==> src/rtl/dac_sync_pkg.sv <==
package dac_sync_pkg;
  parameter int DATA_W  = 16;
  parameter int DEPTH   = 8;
  parameter int OFFSET  = DEPTH / 2;
  parameter int NUM_DIV = 3;

  typedef struct packed {
    logic              en;
    logic [DATA_W-1:0] data;
  } fifo_entry_t;
endpackage

==> src/rtl/sync_edge_det.sv <==
module sync_edge_det (
  input  logic clk_i,
  input  logic rst_ni,
  input  logic wr_en_i,
  input  logic sync_i,
  input  logic sw_sync_i,
  output logic evt_o
);
  logic prev_q;

  always_ff @(posedge clk_i or negedge rst_ni) begin
    if (!rst_ni)      prev_q <= 1'b0;
    else if (wr_en_i) prev_q <= sync_i;
  end

  assign evt_o = (wr_en_i & sync_i & ~prev_q) | sw_sync_i;
endmodule

==> src/rtl/phase_div.sv <==
module phase_div #(
  parameter int NUM_DIV = dac_sync_pkg::NUM_DIV
) (
  input  logic               clk_i,
  input  logic               rst_ni,
  input  logic               restart_i,
  output logic [NUM_DIV-1:0] ce_o
);
  logic [NUM_DIV-1:0] cnt_q;

  always_ff @(posedge clk_i or negedge rst_ni) begin
    if (!rst_ni)        cnt_q <= '0;
    else if (restart_i) cnt_q <= '0;
    else                cnt_q <= cnt_q + 1'b1;
  end

  for (genvar k = 0; k < NUM_DIV; k++) begin : g_ce
    assign ce_o[k] = (cnt_q[k:0] == '0);
  end
endmodule

==> src/rtl/sync_fifo_core.sv <==
module sync_fifo_core
  import dac_sync_pkg::*;
#(
  parameter int DW     = DATA_W,
  parameter int DEP    = DEPTH,
  parameter int OFS    = OFFSET,
  localparam int AW    = $clog2(DEP),
  localparam int PW    = AW + 1
) (
  input  logic          clk_i,
  input  logic          rst_ni,
  input  logic          wr_en_i,
  input  logic          en_i,
  input  logic [DW-1:0] data_i,
  input  logic          rd_en_i,
  input  logic          realign_i,
  output logic [DW-1:0] data_o,
  output logic          en_o,
  output logic          err_o,
  output logic [PW-1:0] fill_o
);
  logic [DW:0]   mem_q [DEP];
  logic [PW-1:0] wr_ptr_q, rd_ptr_q, wr_ptr_n, rd_ptr_n;
  logic          full, empty, wr_ok, rd_ok, ovf, udf;
  logic [DW:0]   rd_word;

  assign fill_o  = wr_ptr_q - rd_ptr_q;
  assign full    = (fill_o == PW'(DEP));
  assign empty   = (fill_o == '0);
  assign rd_ok   = rd_en_i & ~empty;
  assign wr_ok   = wr_en_i & (~full | rd_ok);
  assign ovf     = wr_en_i & full & ~rd_en_i;
  assign udf     = rd_en_i & empty;
  assign rd_word = mem_q[rd_ptr_q[AW-1:0]];

  assign wr_ptr_n = wr_ptr_q + PW'(wr_ok);
  // realign read side to sit OFS entries behind the write side
  assign rd_ptr_n = realign_i ? (wr_ptr_n - PW'(OFS)) : (rd_ptr_q + PW'(rd_ok));

  always_ff @(posedge clk_i or negedge rst_ni) begin
    if (!rst_ni) begin
      wr_ptr_q <= PW'(OFS);
      rd_ptr_q <= '0;
      for (int i = 0; i < DEP; i++) mem_q[i] <= '0;
    end else begin
      wr_ptr_q <= wr_ptr_n;
      rd_ptr_q <= rd_ptr_n;
      if (wr_ok) mem_q[wr_ptr_q[AW-1:0]] <= {en_i, data_i};
    end
  end

  always_ff @(posedge clk_i or negedge rst_ni) begin
    if (!rst_ni) begin
      data_o <= '0;
      en_o   <= 1'b0;
    end else if (rd_en_i) begin
      if (rd_ok && rd_word[DW]) begin
        data_o <= rd_word[DW-1:0];
        en_o   <= 1'b1;
      end else begin
        data_o <= '0;
        en_o   <= 1'b0;
      end
    end
  end

  always_ff @(posedge clk_i or negedge rst_ni) begin
    if (!rst_ni)        err_o <= 1'b0;
    else if (realign_i) err_o <= 1'b0;
    else if (ovf | udf) err_o <= 1'b1;
  end
endmodule

==> src/rtl/dac_sync_fifo.sv <==
module dac_sync_fifo
  import dac_sync_pkg::*;
(
  input  logic               clk_i,
  input  logic               rst_ni,
  input  logic               wr_en_i,
  input  logic               sync_i,
  input  logic [DATA_W-1:0]  data_i,
  input  logic               rd_en_i,
  input  logic               sw_sync_i,
  output logic [DATA_W-1:0]  data_o,
  output logic               out_en_o,
  output logic [NUM_DIV-1:0] ce_o,
  output logic               err_o
);
  localparam int PW = $clog2(DEPTH) + 1;

  logic          sync_evt;
  logic [PW-1:0] fill_lvl;

  sync_edge_det u_edge (
    .clk_i    (clk_i),
    .rst_ni   (rst_ni),
    .wr_en_i  (wr_en_i),
    .sync_i   (sync_i),
    .sw_sync_i(sw_sync_i),
    .evt_o    (sync_evt)
  );

  sync_fifo_core u_fifo (
    .clk_i    (clk_i),
    .rst_ni   (rst_ni),
    .wr_en_i  (wr_en_i),
    .en_i     (sync_i),
    .data_i   (data_i),
    .rd_en_i  (rd_en_i),
    .realign_i(sync_evt),
    .data_o   (data_o),
    .en_o     (out_en_o),
    .err_o    (err_o),
    .fill_o   (fill_lvl)
  );

  phase_div u_div (
    .clk_i    (clk_i),
    .rst_ni   (rst_ni),
    .restart_i(sync_evt),
    .ce_o     (ce_o)
  );
endmodule

==> config.mk <==
export PLATFORM = sky130hd
export DESIGN_NAME = dac_sync_fifo
export DESIGN_NICKNAME = d
export VERILOG_FILES = /design/src/rtl/dac_sync_pkg.sv /design/src/rtl/sync_edge_det.sv /design/src/rtl/phase_div.sv /design/src/rtl/sync_fifo_core.sv /design/src/rtl/dac_sync_fifo.sv
export SDC_FILE = /design/constraint.sdc
export NUM_CORES = 1
export LEC_CHECK = 0
export ABC_CLOCK_PERIOD_IN_PS = 8300
export BUFFER_PORTS_ARGS = -buffer_cell sky130_fd_sc_hd__buf_2
export CAP_MARGIN = 30
export CORE_ASPECT_RATIO = 0.8
export CORE_UTILIZATION = 29
export CTS_BUF_LIST = sky130_fd_sc_hd__clkbuf_4 sky130_fd_sc_hd__clkbuf_8
export CTS_CLUSTER_SIZE = 25
export DETAILED_ROUTE_END_ITERATION = 12
export PLACE_DENSITY = 0.47
export SLEW_MARGIN = 20
export SYNTH_ARGS = -nofsm -noshare
export SYNTH_HDL_FRONTEND = slang
export SYNTH_SLANG_ARGS = --single-unit
==> constraint.sdc <==
create_clock -name clk_i -period 8.3 [get_ports clk_i]
set_input_delay 0.415 -clock clk_i [delete_from_list [all_inputs] [get_ports clk_i]]
set_output_delay 0.415 -clock clk_i [all_outputs]
set_load 0.01 [all_outputs]
==> run_results.csv, run 1 <==
group,metric,value,unit
clock_tree,numCtsBuffers,17,
logic_synthesis,synth_flop_cell,"dfrtp_1",
global_route,grt_overflow_total,0,
placement,gp_congestion,0.745,
clock_tree,postCtsHoldBufs,0,
clock_tree,postCtsSetupRepairBufs,0,
timing,worst_pin_slew,1.02,ns
logic_synthesis,yosysUniqueCellTypes,41,
routing,vias_per_cell,4.67,
placement,port_buffers,42,
floorplanning,die-height,148,um
clock_tree,cts_root_buf,"clkbuf_8",
clock_tree,clockBufferDepth,2,
timing,clock.fmax,274,MHz
power_and_ir_drop,power.density,408,mW/mm^2
global_route,grt_pass1_wl,27500,um
timing,rsz0062_at_grt,"no",
clock_tree,cts.clk_slew.worst_paths,0.08,ns
status,status,"finished clean",
timing,fin_crit_sh,0.439,
final_layout,synthToLayoutAreaGrowth,13.4,%
critical_path,rr_startpoint,"u_fifo.rd_ptr_q[1]",
timing,relSlewSlack,0.321,
floorplanning,die_w,185,um
floorplanning,initial_core_util,0.295,
critical_path,critPathLaunchType,"flop",
power_and_ir_drop,leakage,3.78,nW
timing,setup_viol,0,
clock_tree,clk_latency,0.45,ns
min_path,hold_path_startpoint,"wr_en_i",
global_route,grt_pass1_vias,4621,
routing,drc_errors,0,
timing,setup_tns,0,ns
clock_tree,cts.sinks,166,
final_layout,nets,568,
logic_synthesis,yosysSeqAreaShare,0.534,
routing,finalWirelength,17200,um
clock_tree,h-tree-depth,4,
critical_path,worstPathArrival,3.96,ns
global_route,grt_max_degree,101,
logic_synthesis,yosys_warnings,0,
timing,hold_viol_final,0,
routing,drtIter0Drc,229,
min_path,hold_path.class,"input pin to flop",
global_route,antenna_found_initial,0,
critical_path,critical_path_class,"flop to flop",
logic_synthesis,synth_edf_count,0,
logic_synthesis,synth_cells,485,
critical_path,crit_chain,"buf_4 -> inv_1 -> ha_1 -> nor2b_4 -> xnor2_2 -> nor3_4 -> a21boi_0 -> ha_1 -> ha_1 -> xor2_1 -> xor2_1 -> a21oi_1",
final_layout,diodes,0,
final_layout,post-route-util,0.335,
critical_path,crit_path_end_kind,"flop",
critical_path,crit_fanout,37,
logic_synthesis,syn_area,0.00778,sq mm
timing,period_needed,3.64,ns
final_layout,drive_above_1_share,0.504,
logic_synthesis,synth_top_area_frac,0.531,
logic_synthesis,ys_ff_latch,166,
final_layout,n_fill_cell,2538,
logic_synthesis,yosys.area.top_type,"dfrtp_1",
logic_synthesis,async_flop_share,1.00,
floorplanning,io_pins,43,
routing,dr_total_vias,4227,
timing,drv_slew,0,
global_route,grt.total_usage,0.134,
logic_synthesis,synth_fp_nets,516,
logic_synthesis,synth.avg_cell_area,16.0,sq um
critical_path,crit_top_cell,"ha_1",
critical_path,cp_slowest_cell,"nor3_4",
critical_path,max_stage_delay,0.66,ns
run,maxCapViolations,0,
placement,dpl.hpwl,10500,um
routing,drtPass1Iterations,4,
logic_synthesis,synthTopCellsByArea,"dfrtp_1 (53%), mux2_2 (14%), mux4_2 (9.8%)",
floorplanning,dieArea,0.0275,sq mm
critical_path,required,8.61,ns
critical_path,startpoint,"u_fifo.rd_ptr_q[1]",
power_and_ir_drop,peakVddDrop,172,uV
routing,ant_nets,0,
floorplanning,coreArea,0.0263,sq mm
clock_tree,cts_tree,"built",
floorplanning,row_count,53,
timing,finClkSkew,0.0110,ns
routing,routedWlPerCell,19.0,um
clock_tree,cts_resized,0,
-- routing by layer --
layer,wire (um),part of all wire,track usage,up-vias
met1,8530,0.50,0.195,2263
met2,7780,0.45,0.202,75
li1,-,-,-,1872
met4,271,0.016,0.0393,0
met5,0,0,0,-
met3,616,0.036,0.0257,17
-- worst max-delay path, delay by kind of cell, from the launching register on --
| kind | cells | cell delay, ns |
|---|---|---|
| flops | 1 | 0.35 |
| buf+inv | 2 | 0.75 |
| compound gates | 2 | 0.32 |
| simple gates | 2 | 0.79 |
| xor+xnor | 3 | 0.54 |
| fa+ha+maj | 3 | 0.72 |
-- placed cells by master (no fill, tap or decap), drive strengths merged, types with 6 or more instances in the layout --
cell type | Yosys | final
clkbuf | 7 | 20
o22ai | 16 | 16
dfrtp | 165 | 165
inv | 24 | 24
mux2 | 137 | 137
mux2i | 16 | 16
clkinv | 0 | 6
nand2 | 12 | 12
mux4 | 34 | 34
ha | 9 | 9
buf | 19 | 58
-- kinds of logic (layout without fill, tap and decap cells) --
logic type               Yosys count  after routing  synth area share
multiplexers                     187            187             0.337
flip-flops                       166            166             0.534
buffers and inverters             50            113            0.0359
AO/OA/AOI/OAI                     35             35            0.0455
AND/OR/NAND/NOR                   29             29            0.0203
adder cells (fa/ha/maj)            9              9            0.0145
XOR/XNOR                           9              9            0.0130
-- cells in the mapped netlist (2+ instances only) --
master	n
dfrtp_1	165
mux2_2	96
mux2_4	40
mux4_2	34
inv_1	24
mux2i_1	16
o22ai_1	16
nand2_1	12
buf_6	9
ha_1	9
clkbuf_1	7
buf_2	6
nand3_1	5
a211oi_4	4
nor2_1	4
a2111oi_4	3
buf_1	3
o21ai_0	3
xnor2_1	3
xor2_1	3
a21oi_1	2
xnor2_2	2
-- stage by stage --
step	total power, mW	std cells	hold WS (ns)	setup WS (ns)	area [sq um]
after floorplan	2.65	485	0.119	4.89	7780
after global placement	2.96	870	0.450	4.27	8340
after detailed placement	3.04	872	0.474	4.62	8370
after CTS	3.65	902	0.0920	4.60	8760
after global routing	3.84	905	0.280	4.32	8820
final	3.60	905	0.258	4.66	8820
-- layout make-up --
| class | count | area (sq um) | share of cell area |
|---|---|---|---|
| well taps | 357 | 447 | 0.0506 |
| repair buffers | 59 | 390 | 0.0442 |
| clock inverters | 10 | 131 | 0.0149 |
| clock buffers | 20 | 263 | 0.0298 |
| inverters | 24 | 90.1 | 0.0102 |
| multi-input cells | 269 | 3340 | 0.379 |
| flip-flops and latches | 166 | 4160 | 0.471 |
-- path summary, 6_finish.rpt --
kind / end / slack (ns) / depth (start not counted)
worst max-delay path: u_fifo.rd_ptr_q[3] / 4.66 / 12
worst min-delay path: u_edge.prev_q / 0.26 / 2
worst max register to register: u_fifo.rd_ptr_q[3] / 4.66 / 12
worst min register to register: u_div.cnt_q[0] / 0.48 / 1
max in group asynchronous: u_fifo.mem_q[71] / 7.01 / 4
min in group asynchronous: u_fifo.mem_q[12] / 0.37 / 2
-- state kept, by name (all words and copies together) (netlist names) --
signal	count
u_fifo.mem_q	136
u_fifo.data_o	16
u_fifo.rd_ptr_q	4
u_fifo.wr_ptr_q	4
u_div.cnt_q	3
u_edge.prev_q	1
u_fifo.en_o	1
u_fifo.err_o	1
-- power breakdown --
group | internal (mW) | switching, mW
combinational | 0.879 | 0.714
clock | 0.307 | 0.290
sequential | 1.20 | 0.214
total | 2.38 | 1.22
(Power assumes the default switching activity.)
==> run 2, diff against run 1 <==
ABC_CLOCK_PERIOD_IN_PS = 3100   (was 8300)
PLACE_DENSITY = 0.48   (was 0.47)
clock period = 3.1 ns   (was 8.3 ns; I/O delays follow)
==> run 2 against run 1 <==
Effect of this change:
- clock skew increased by 0.0058 ns
- global-route usage increased by 0.35 points
- sequential power rose to 2.6 times the previous value
- total power grew to 2.7 times the previous value
- non-clock buffer count is 10 higher
- count of clock-buffer cells in the layout shrank 2
- worst hold slack got worse by 0.21 ns
- critical endpoint unchanged
- largest cell class unchanged
==> run_results.csv, run 2 (synthesized netlist as in run 1, its figures left out) <==
group,metric,value,unit
final_layout,largest_reg_flops,136,
critical_path,crit_chain,"ha_1 -> a21oi_1 -> nand2_1 -> xnor2_4 -> a21boi_0 -> ha_1 -> ha_1 -> xor2_1 -> xor2_1 -> a21oi_1",
critical_path,crit_fanout,8,
floorplanning,die_w,185,um
final_layout,top_regs,"u_fifo.mem_q: 136 flops, u_fifo.data_o: 16 flops",
clock_tree,h-tree-depth,4,
clock_tree,cts.sinks,166,
clock_tree,cts_root_buf,"clkbuf_8",
final_layout,final_common_cell,"dfrtp_1",
timing,period_needed,2.80,ns
min_path,hold_depth,2,
final_layout,diodes,0,
critical_path,critPathLaunchType,"flop",
power_and_ir_drop,peakVddDrop,493,uV
routing,routedWlPerCell,18.9,um
floorplanning,row_count,53,
timing,clock.fmax,357,MHz
critical_path,worst-r2r-cell-count,10,
timing,setup_tns,0,ns
routing,ant_nets,0,
critical_path,crit_top_cell,"ha_1",
placement,placed_cell_area,0.00850,sq mm
timing,finClkSkew,0.0168,ns
power_and_ir_drop,leakage,3.82,nW
floorplanning,die-height,148,um
final_layout,final_area,0.00894,sq mm
timing,hold_viol_final,0,
final_layout,top_register,"u_fifo.mem_q",
critical_path,crit_family,"XOR/XNOR gates",
global_route,grt_pass1_wl,28100,um
global_route,grt.total_usage,0.138,
global_route,antenna_found_initial,0,
timing,setup_viol,0,
final_layout,post-route-util,0.340,
routing,drc_errors,0,
clock_tree,postCtsSetupRepairBufs,0,
critical_path,critical_path_class,"flop to flop",
timing,fin_crit_sh,0.902,
timing,relSlewSlack,0.473,
placement,gp_congestion,0.800,
global_route,grt_pass1_vias,4716,
routing,vias_per_cell,4.62,
timing,worst_pin_slew,0.791,ns
power_and_ir_drop,power.density,1090,mW/mm^2
critical_path,crit_path_end_kind,"flop",
critical_path,cp_num_buf_inv,0,
timing,whs,0.0480,ns
timing,drv_slew,0,
status,status,"finished clean",
clock_tree,clk_latency,0.44,ns
routing,finalWirelength,17300,um
floorplanning,initial_core_util,0.295,
critical_path,cp.depth,10,
run,maxCapViolations,0,
floorplanning,coreArea,0.0263,sq mm
placement,dpl.hpwl,10900,um
routing,drtPass1Iterations,4,
final_layout,mostFrequentLayoutCells,"dfrtp_1 (164), mux2_2 (96), buf_2 (41)",
timing,rsz0062_at_grt,"no",
routing,drtIter0Drc,231,
clock_tree,cts.clk_slew.worst_paths,0.10,ns
clock_tree,clockBufferDepth,2,
clock_tree,cts_tree,"built",
floorplanning,io_pins,43,
critical_path,worstPathArrival,3.10,ns
global_route,grt_max_degree,72,
final_layout,nets,578,
global_route,grt_overflow_total,0,
min_path,hold_path.class,"input pin to flop",
final_layout,synthToLayoutAreaGrowth,14.9,%
placement,port_buffers,42,
routing,dr_total_vias,4236,
critical_path,max_stage_delay,0.54,ns
critical_path,required,3.40,ns
floorplanning,dieArea,0.0275,sq mm
final_layout,drive_above_1_share,0.513,
power_and_ir_drop,finalPower,9.78,mW
critical_path,cp_slowest_cell,"dfstp_2",
clock_tree,numCtsBuffers,17,
-- run 2: cell types whose count changed in the layout (fill, tap and decap cells not counted), moves of 2 or more --
| cell | change |
|---|---|
| buf_12 | +2 |
| clkinv_2 | -4 |
| inv_8 | +2 |
| clkinvlp_4 | +2 |
| inv_6 | +3 |
| buf_4 | +9 |
-- run 2: timing repair --
item / in CTS / in global routing
endpoints found under the setup margin: 0 / 1
resized for setup: 0 / 1
hold endpoints to repair: 67 / 0
hold buffers: 2 / 0
-- run 2: stage by stage --
stage                     setup WS, ns  std cells
final                            0.303        917
after global routing            0.0835        917
after CTS                        0.152        917
after detailed placement         0.173        883
after global placement           0.247        882
after floorplan                 0.0276        485
-- run 2: path summary, 6_finish.rpt --
kind	start	to	slack, ns
setup / recovery	u_fifo.wr_ptr_q[2]	u_fifo.rd_ptr_q[3]	0.30
hold / removal	data_i[4]	u_fifo.mem_q[89]	0.05
setup reg to reg	u_fifo.wr_ptr_q[2]	u_fifo.rd_ptr_q[3]	0.30
hold reg to reg	u_div.cnt_q[0]	u_div.cnt_q[0]	0.47
max in group asynchronous	rst_ni	u_fifo.mem_q[96]	1.89
min in group asynchronous	rst_ni	u_div.cnt_q[2]	0.28
-- run 2: routing by layer --
| layer | vias to the layer above | wire length, um | track usage |
|---|---|---|---|
| met2 | 58 | 8220 | 0.218 |
| met5 | - | 0 | 0 |
| met3 | 6 | 623 | 0.0277 |
| met4 | 0 | 120 | 0.0331 |
| li1 | 1905 | - | - |
| met1 | 2267 | 8350 | 0.193 |
-- run 2: final cells by class --
cell class	count	area, sq um
repair buffers	69	469
fillers	2559	17400
inverters	24	90.1
multi-input cells	269	3370
clock inverters	14	170
flip-flops and latches	166	4160
well taps	357	447
clock buffers	18	241
-- run 2: power by group --
| part | leakage, nW | switching [mW] | internal (mW) |
|---|---|---|---|
| Combinational | 1.60 | 2.02 | 2.44 |
| Sequential | 2.02 | 0.521 | 3.20 |
| Clock | 0.200 | 0.844 | 0.750 |
| Total | 3.82 | 3.39 | 6.40 |
-- run 2: worst register-to-register path, stage by stage (launching register included) --
cell and delay (ns):
dfstp_2 0.54, ha_1 0.27, a21oi_1 0.16, nand2_1 0.15, xnor2_4 0.42, a21boi_0 0.17
ha_1 0.24, ha_1 0.19, xor2_1 0.25, xor2_1 0.18, a21oi_1 0.08
==> run 3, diff against run 2 <==
RECOVER_POWER = 25   (was default)
SYNTH_HIERARCHICAL = 1   (was default)
==> run 3 against run 2 <==
Effect of this change:
- the run now ends with capacitance limit, slew limit left
- largest power group unchanged
- highest routed layer is now met5
- clock skew shrank 0.0020 ns
- largest cell class unchanged
- critical endpoint is now u_fifo/mem_q[13]
- maximum frequency shrank 8.6%
- area after synthesis shrank 1.1%
- first-iteration DRC count shrank 19%
- critical path depth shrank 2
- flip-flop and latch count is the same
- worst setup slack lost 0.26 ns
==> run_results.csv, run 3 <==
group,metric,value,unit
status,status,"finished with violations",
status,violations,"capacitance limit, slew limit",
routing,drtPass1Iterations,4,
logic_synthesis,synth_edf_count,0,
floorplanning,io_pins,43,
logic_synthesis,synth_fp_nets,512,
routing,ant_nets,0,
critical_path,crit_chain,"ha_1 -> xor2_1 -> or3_4 -> o41a_1 -> buf_6 -> buf_4 -> and4_4 -> mux2_4",
logic_synthesis,synth_flop_cell,"dfrtp_1",
critical_path,rrSetupSlack,0.04,ns
timing,relSlewSlack,-0.209,
logic_synthesis,yosys_warnings,6,
placement,dpl.hpwl,10600,um
final_layout,final_common_cell,"dfrtp_1",
final_layout,nets,577,
timing,clock.fmax,327,MHz
logic_synthesis,synth_adder_area_share,0.0172,
routing,vias_per_cell,4.63,
floorplanning,coreArea,0.0257,sq mm
floorplanning,row_count,52,
logic_synthesis,synthTopCellsByArea,"dfrtp_1 (54%), mux2_2 (13%), mux4_2 (9.9%)",
critical_path,reg2reg_to,"u_fifo/mem_q[13]",
final_layout,diodes,0,
logic_synthesis,synth.most_common_cell,"dfrtp_1",
critical_path,critPathLaunchType,"flop",
logic_synthesis,yosys.area.top_type,"dfrtp_1",
global_route,grt-busiest-layer,"met2",
clock_tree,cts.clk_slew.worst_paths,0.09,ns
logic_synthesis,synth_cells,480,
min_path,hold_path.class,"input pin to flop",
timing,setup_tns,0,ns
critical_path,worstPathArrival,3.40,ns
power_and_ir_drop,finalPower,9.59,mW
critical_path,crit_fanout,17,
timing,drv_slew,71,
critical_path,max_stage_delay,0.69,ns
timing,fin_crit_sh,0.987,
final_layout,drive_above_1_share,0.515,
global_route,grt.total_usage,0.139,
power_and_ir_drop,leakage,3.94,nW
clock_tree,cts.sinks,166,
logic_synthesis,yosysSeqAreaShare,0.540,
timing,worst_slack,0.0398,ns
final_layout,synthToLayoutAreaGrowth,15.3,%
critical_path,rr_startpoint,"u_fifo/wr_ptr_q[2]",
final_layout,n_fill_cell,2503,
global_route,antenna_found_initial,1,
run,maxCapViolations,1,
floorplanning,initial_core_util,0.299,
logic_synthesis,synth_compound_area_frac,0.0228,
final_layout,top_register,"u_fifo/mem_q",
logic_synthesis,synth.avg_cell_area,16.0,sq um
floorplanning,dieArea,0.0272,sq mm
logic_synthesis,synth_top_family_by_area,"multiplexers",
logic_synthesis,synth_top_area_frac,0.536,
placement,port_buffers,42,
critical_path,critical_path_class,"flop to flop",
logic_synthesis,synthMuxAreaShare,0.348,
critical_path,critPathCapture,"u_fifo/mem_q[13]",
final_layout,largest_reg_flops,136,
timing,setup_viol,0,
logic_synthesis,async_flop_share,1.00,
routing,routedWlPerCell,19.3,um
placement,placed_cell_area,0.00839,sq mm
placement,pre_cts_ws,0.103,ns
clock_tree,clk_latency,0.45,ns
global_route,grt_overflow_total,0,
clock_tree,numCtsBuffers,17,
timing,period_needed,3.06,ns
floorplanning,die_w,184,um
logic_synthesis,syn_area,0.00770,sq mm
final_layout,final_area,0.00887,sq mm
clock_tree,cts_root_buf,"clkbuf_8",
global_route,grt_pass1_wl,28200,um
logic_synthesis,yosysUniqueCellTypes,41,
clock_tree,h-tree-depth,4,
logic_synthesis,synth-simple-area-share,0.0244,
routing,dr_total_vias,4203,
placement,gp_congestion,0.733,
global_route,globalRouteMet3Util,0.0266,
timing,hold_viol_final,0,
power_and_ir_drop,peakVddDrop,451,uV
global_route,grt_pass1_vias,4698,
logic_synthesis,yosys-top-cells-count,"dfrtp_1 (165), mux2_2 (88), mux2_4 (50)",
clock_tree,clockBufferDepth,2,
timing,finClkSkew,0.0148,ns
routing,drtIter0Drc,188,
critical_path,cp_slowest_cell,"dfstp_2",
critical_path,crit_path_end_kind,"flop",
routing,finalWirelength,17500,um
power_and_ir_drop,power.density,1080,mW/mm^2
final_layout,top_regs,"u_fifo/mem_q: 136 flops, u_fifo/data_o: 16 flops",
final_layout,mostFrequentLayoutCells,"dfrtp_1 (164), mux2_2 (88), mux2_4 (50)",
floorplanning,die-height,148,um
logic_synthesis,ys_ff_latch,166,
global_route,grtUsageMet1,0.192,
timing,worst_pin_slew,1.81,ns
clock_tree,cts_tree,"built",
critical_path,startpoint,"u_fifo/wr_ptr_q[2]",
routing,drc_errors,0,
logic_synthesis,synth_xor_area_frac,0.00910,
final_layout,post-route-util,0.345,
global_route,grt_max_degree,71,
critical_path,worst-r2r-cell-count,8,
global_route,met2_usage,0.220,
critical_path,required,3.43,ns
## run 3: cell types whose count changed after synthesis, moves of 3 or more
| cell | change |
|---|---|
| mux2_4 | +10 |
| mux2_2 | -8 |
| a211oi_4 | -4 |
| a2111oi_4 | -3 |
| nand2_1 | -8 |
| nand3_1 | -3 |
## run 3: worst min-delay path by stage
stage | slack (ns) | depth (start not counted) | from | end
after floorplan | -0.14 | 0 | rst_ni | u_div/cnt_q[0]
after global placement | 0.22 | 1 | rst_ni | u_fifo/data_o[7]
after detailed placement | 0.23 | 1 | rst_ni | u_fifo/data_o[7]
after CTS | 0.01 | 2 | data_i[3] | u_fifo/mem_q[37]
after global routing | 0.02 | 2 | data_i[7] | u_fifo/mem_q[24]
final | 0.04 | 2 | data_i[7] | u_fifo/mem_q[75]
## run 3: logic make-up after synthesis
family,count (synthesis)
flip-flops,166
AO/OA/AOI/OAI,27
adder cells (fa/ha/maj),10
XOR/XNOR,8
buffers and inverters,53
AND/OR/NAND/NOR,27
multiplexers,189
## run 3: power by group
part / switching [mW] / internal (mW)
registers: 0.594 / 3.25
clock network: 0.811 / 0.754
logic: 1.72 / 2.47
total: 3.12 / 6.47
## run 3: final cells by class
type                            count  area (sq um)  area share
Multi-Input combinational cell    261          3260       0.368
Inverter                           25          93.8      0.0106
Sequential cell                   166          4160       0.468
Clock buffer                       20           263      0.0296
Tap cell                          351           439      0.0495
Clock inverter                     11           124      0.0140
Timing Repair Buffer               74           537      0.0605
## run 3: per-stage QoR
step           hold slack (ns)  cells
2_1_floorplan           -0.141    480
6_report                0.0381    908
3_5_place_dp             0.225    871
5_1_grt                 0.0182    908
4_1_cts                0.00962    905
3_3_place_gp             0.217    871
## run 3: repair_timing
| action | CTS | global route |
|---|---|---|
| resized for setup | 0 | 10 |
| hold buffers | 3 | 0 |
| endpoints found under the hold margin | 71 | 0 |
| setup buffers | 0 | 2 |
| endpoints found under the setup margin | 0 | 22 |
## run 3: critical path: cells and delay by family, from the launching register on
family	cells	cell delay, ns
AOI/OAI and AO/OA	1	0.43
xor gates and xnor gates	1	0.16
adders and majority gates	1	0.32
buffers and inverters	2	0.30
DFF	1	0.69
muxes	1	0.34
and+or+nand+nor	2	0.68
## run 3: per-layer routing
metal	vias up	part of all wire	wire length (um)
li1	1884	-	-
met1	2253	0.49	8660
met2	47	0.47	8200
met3	17	0.025	444
met4	2	0.013	227
met5	-	0.00074	13
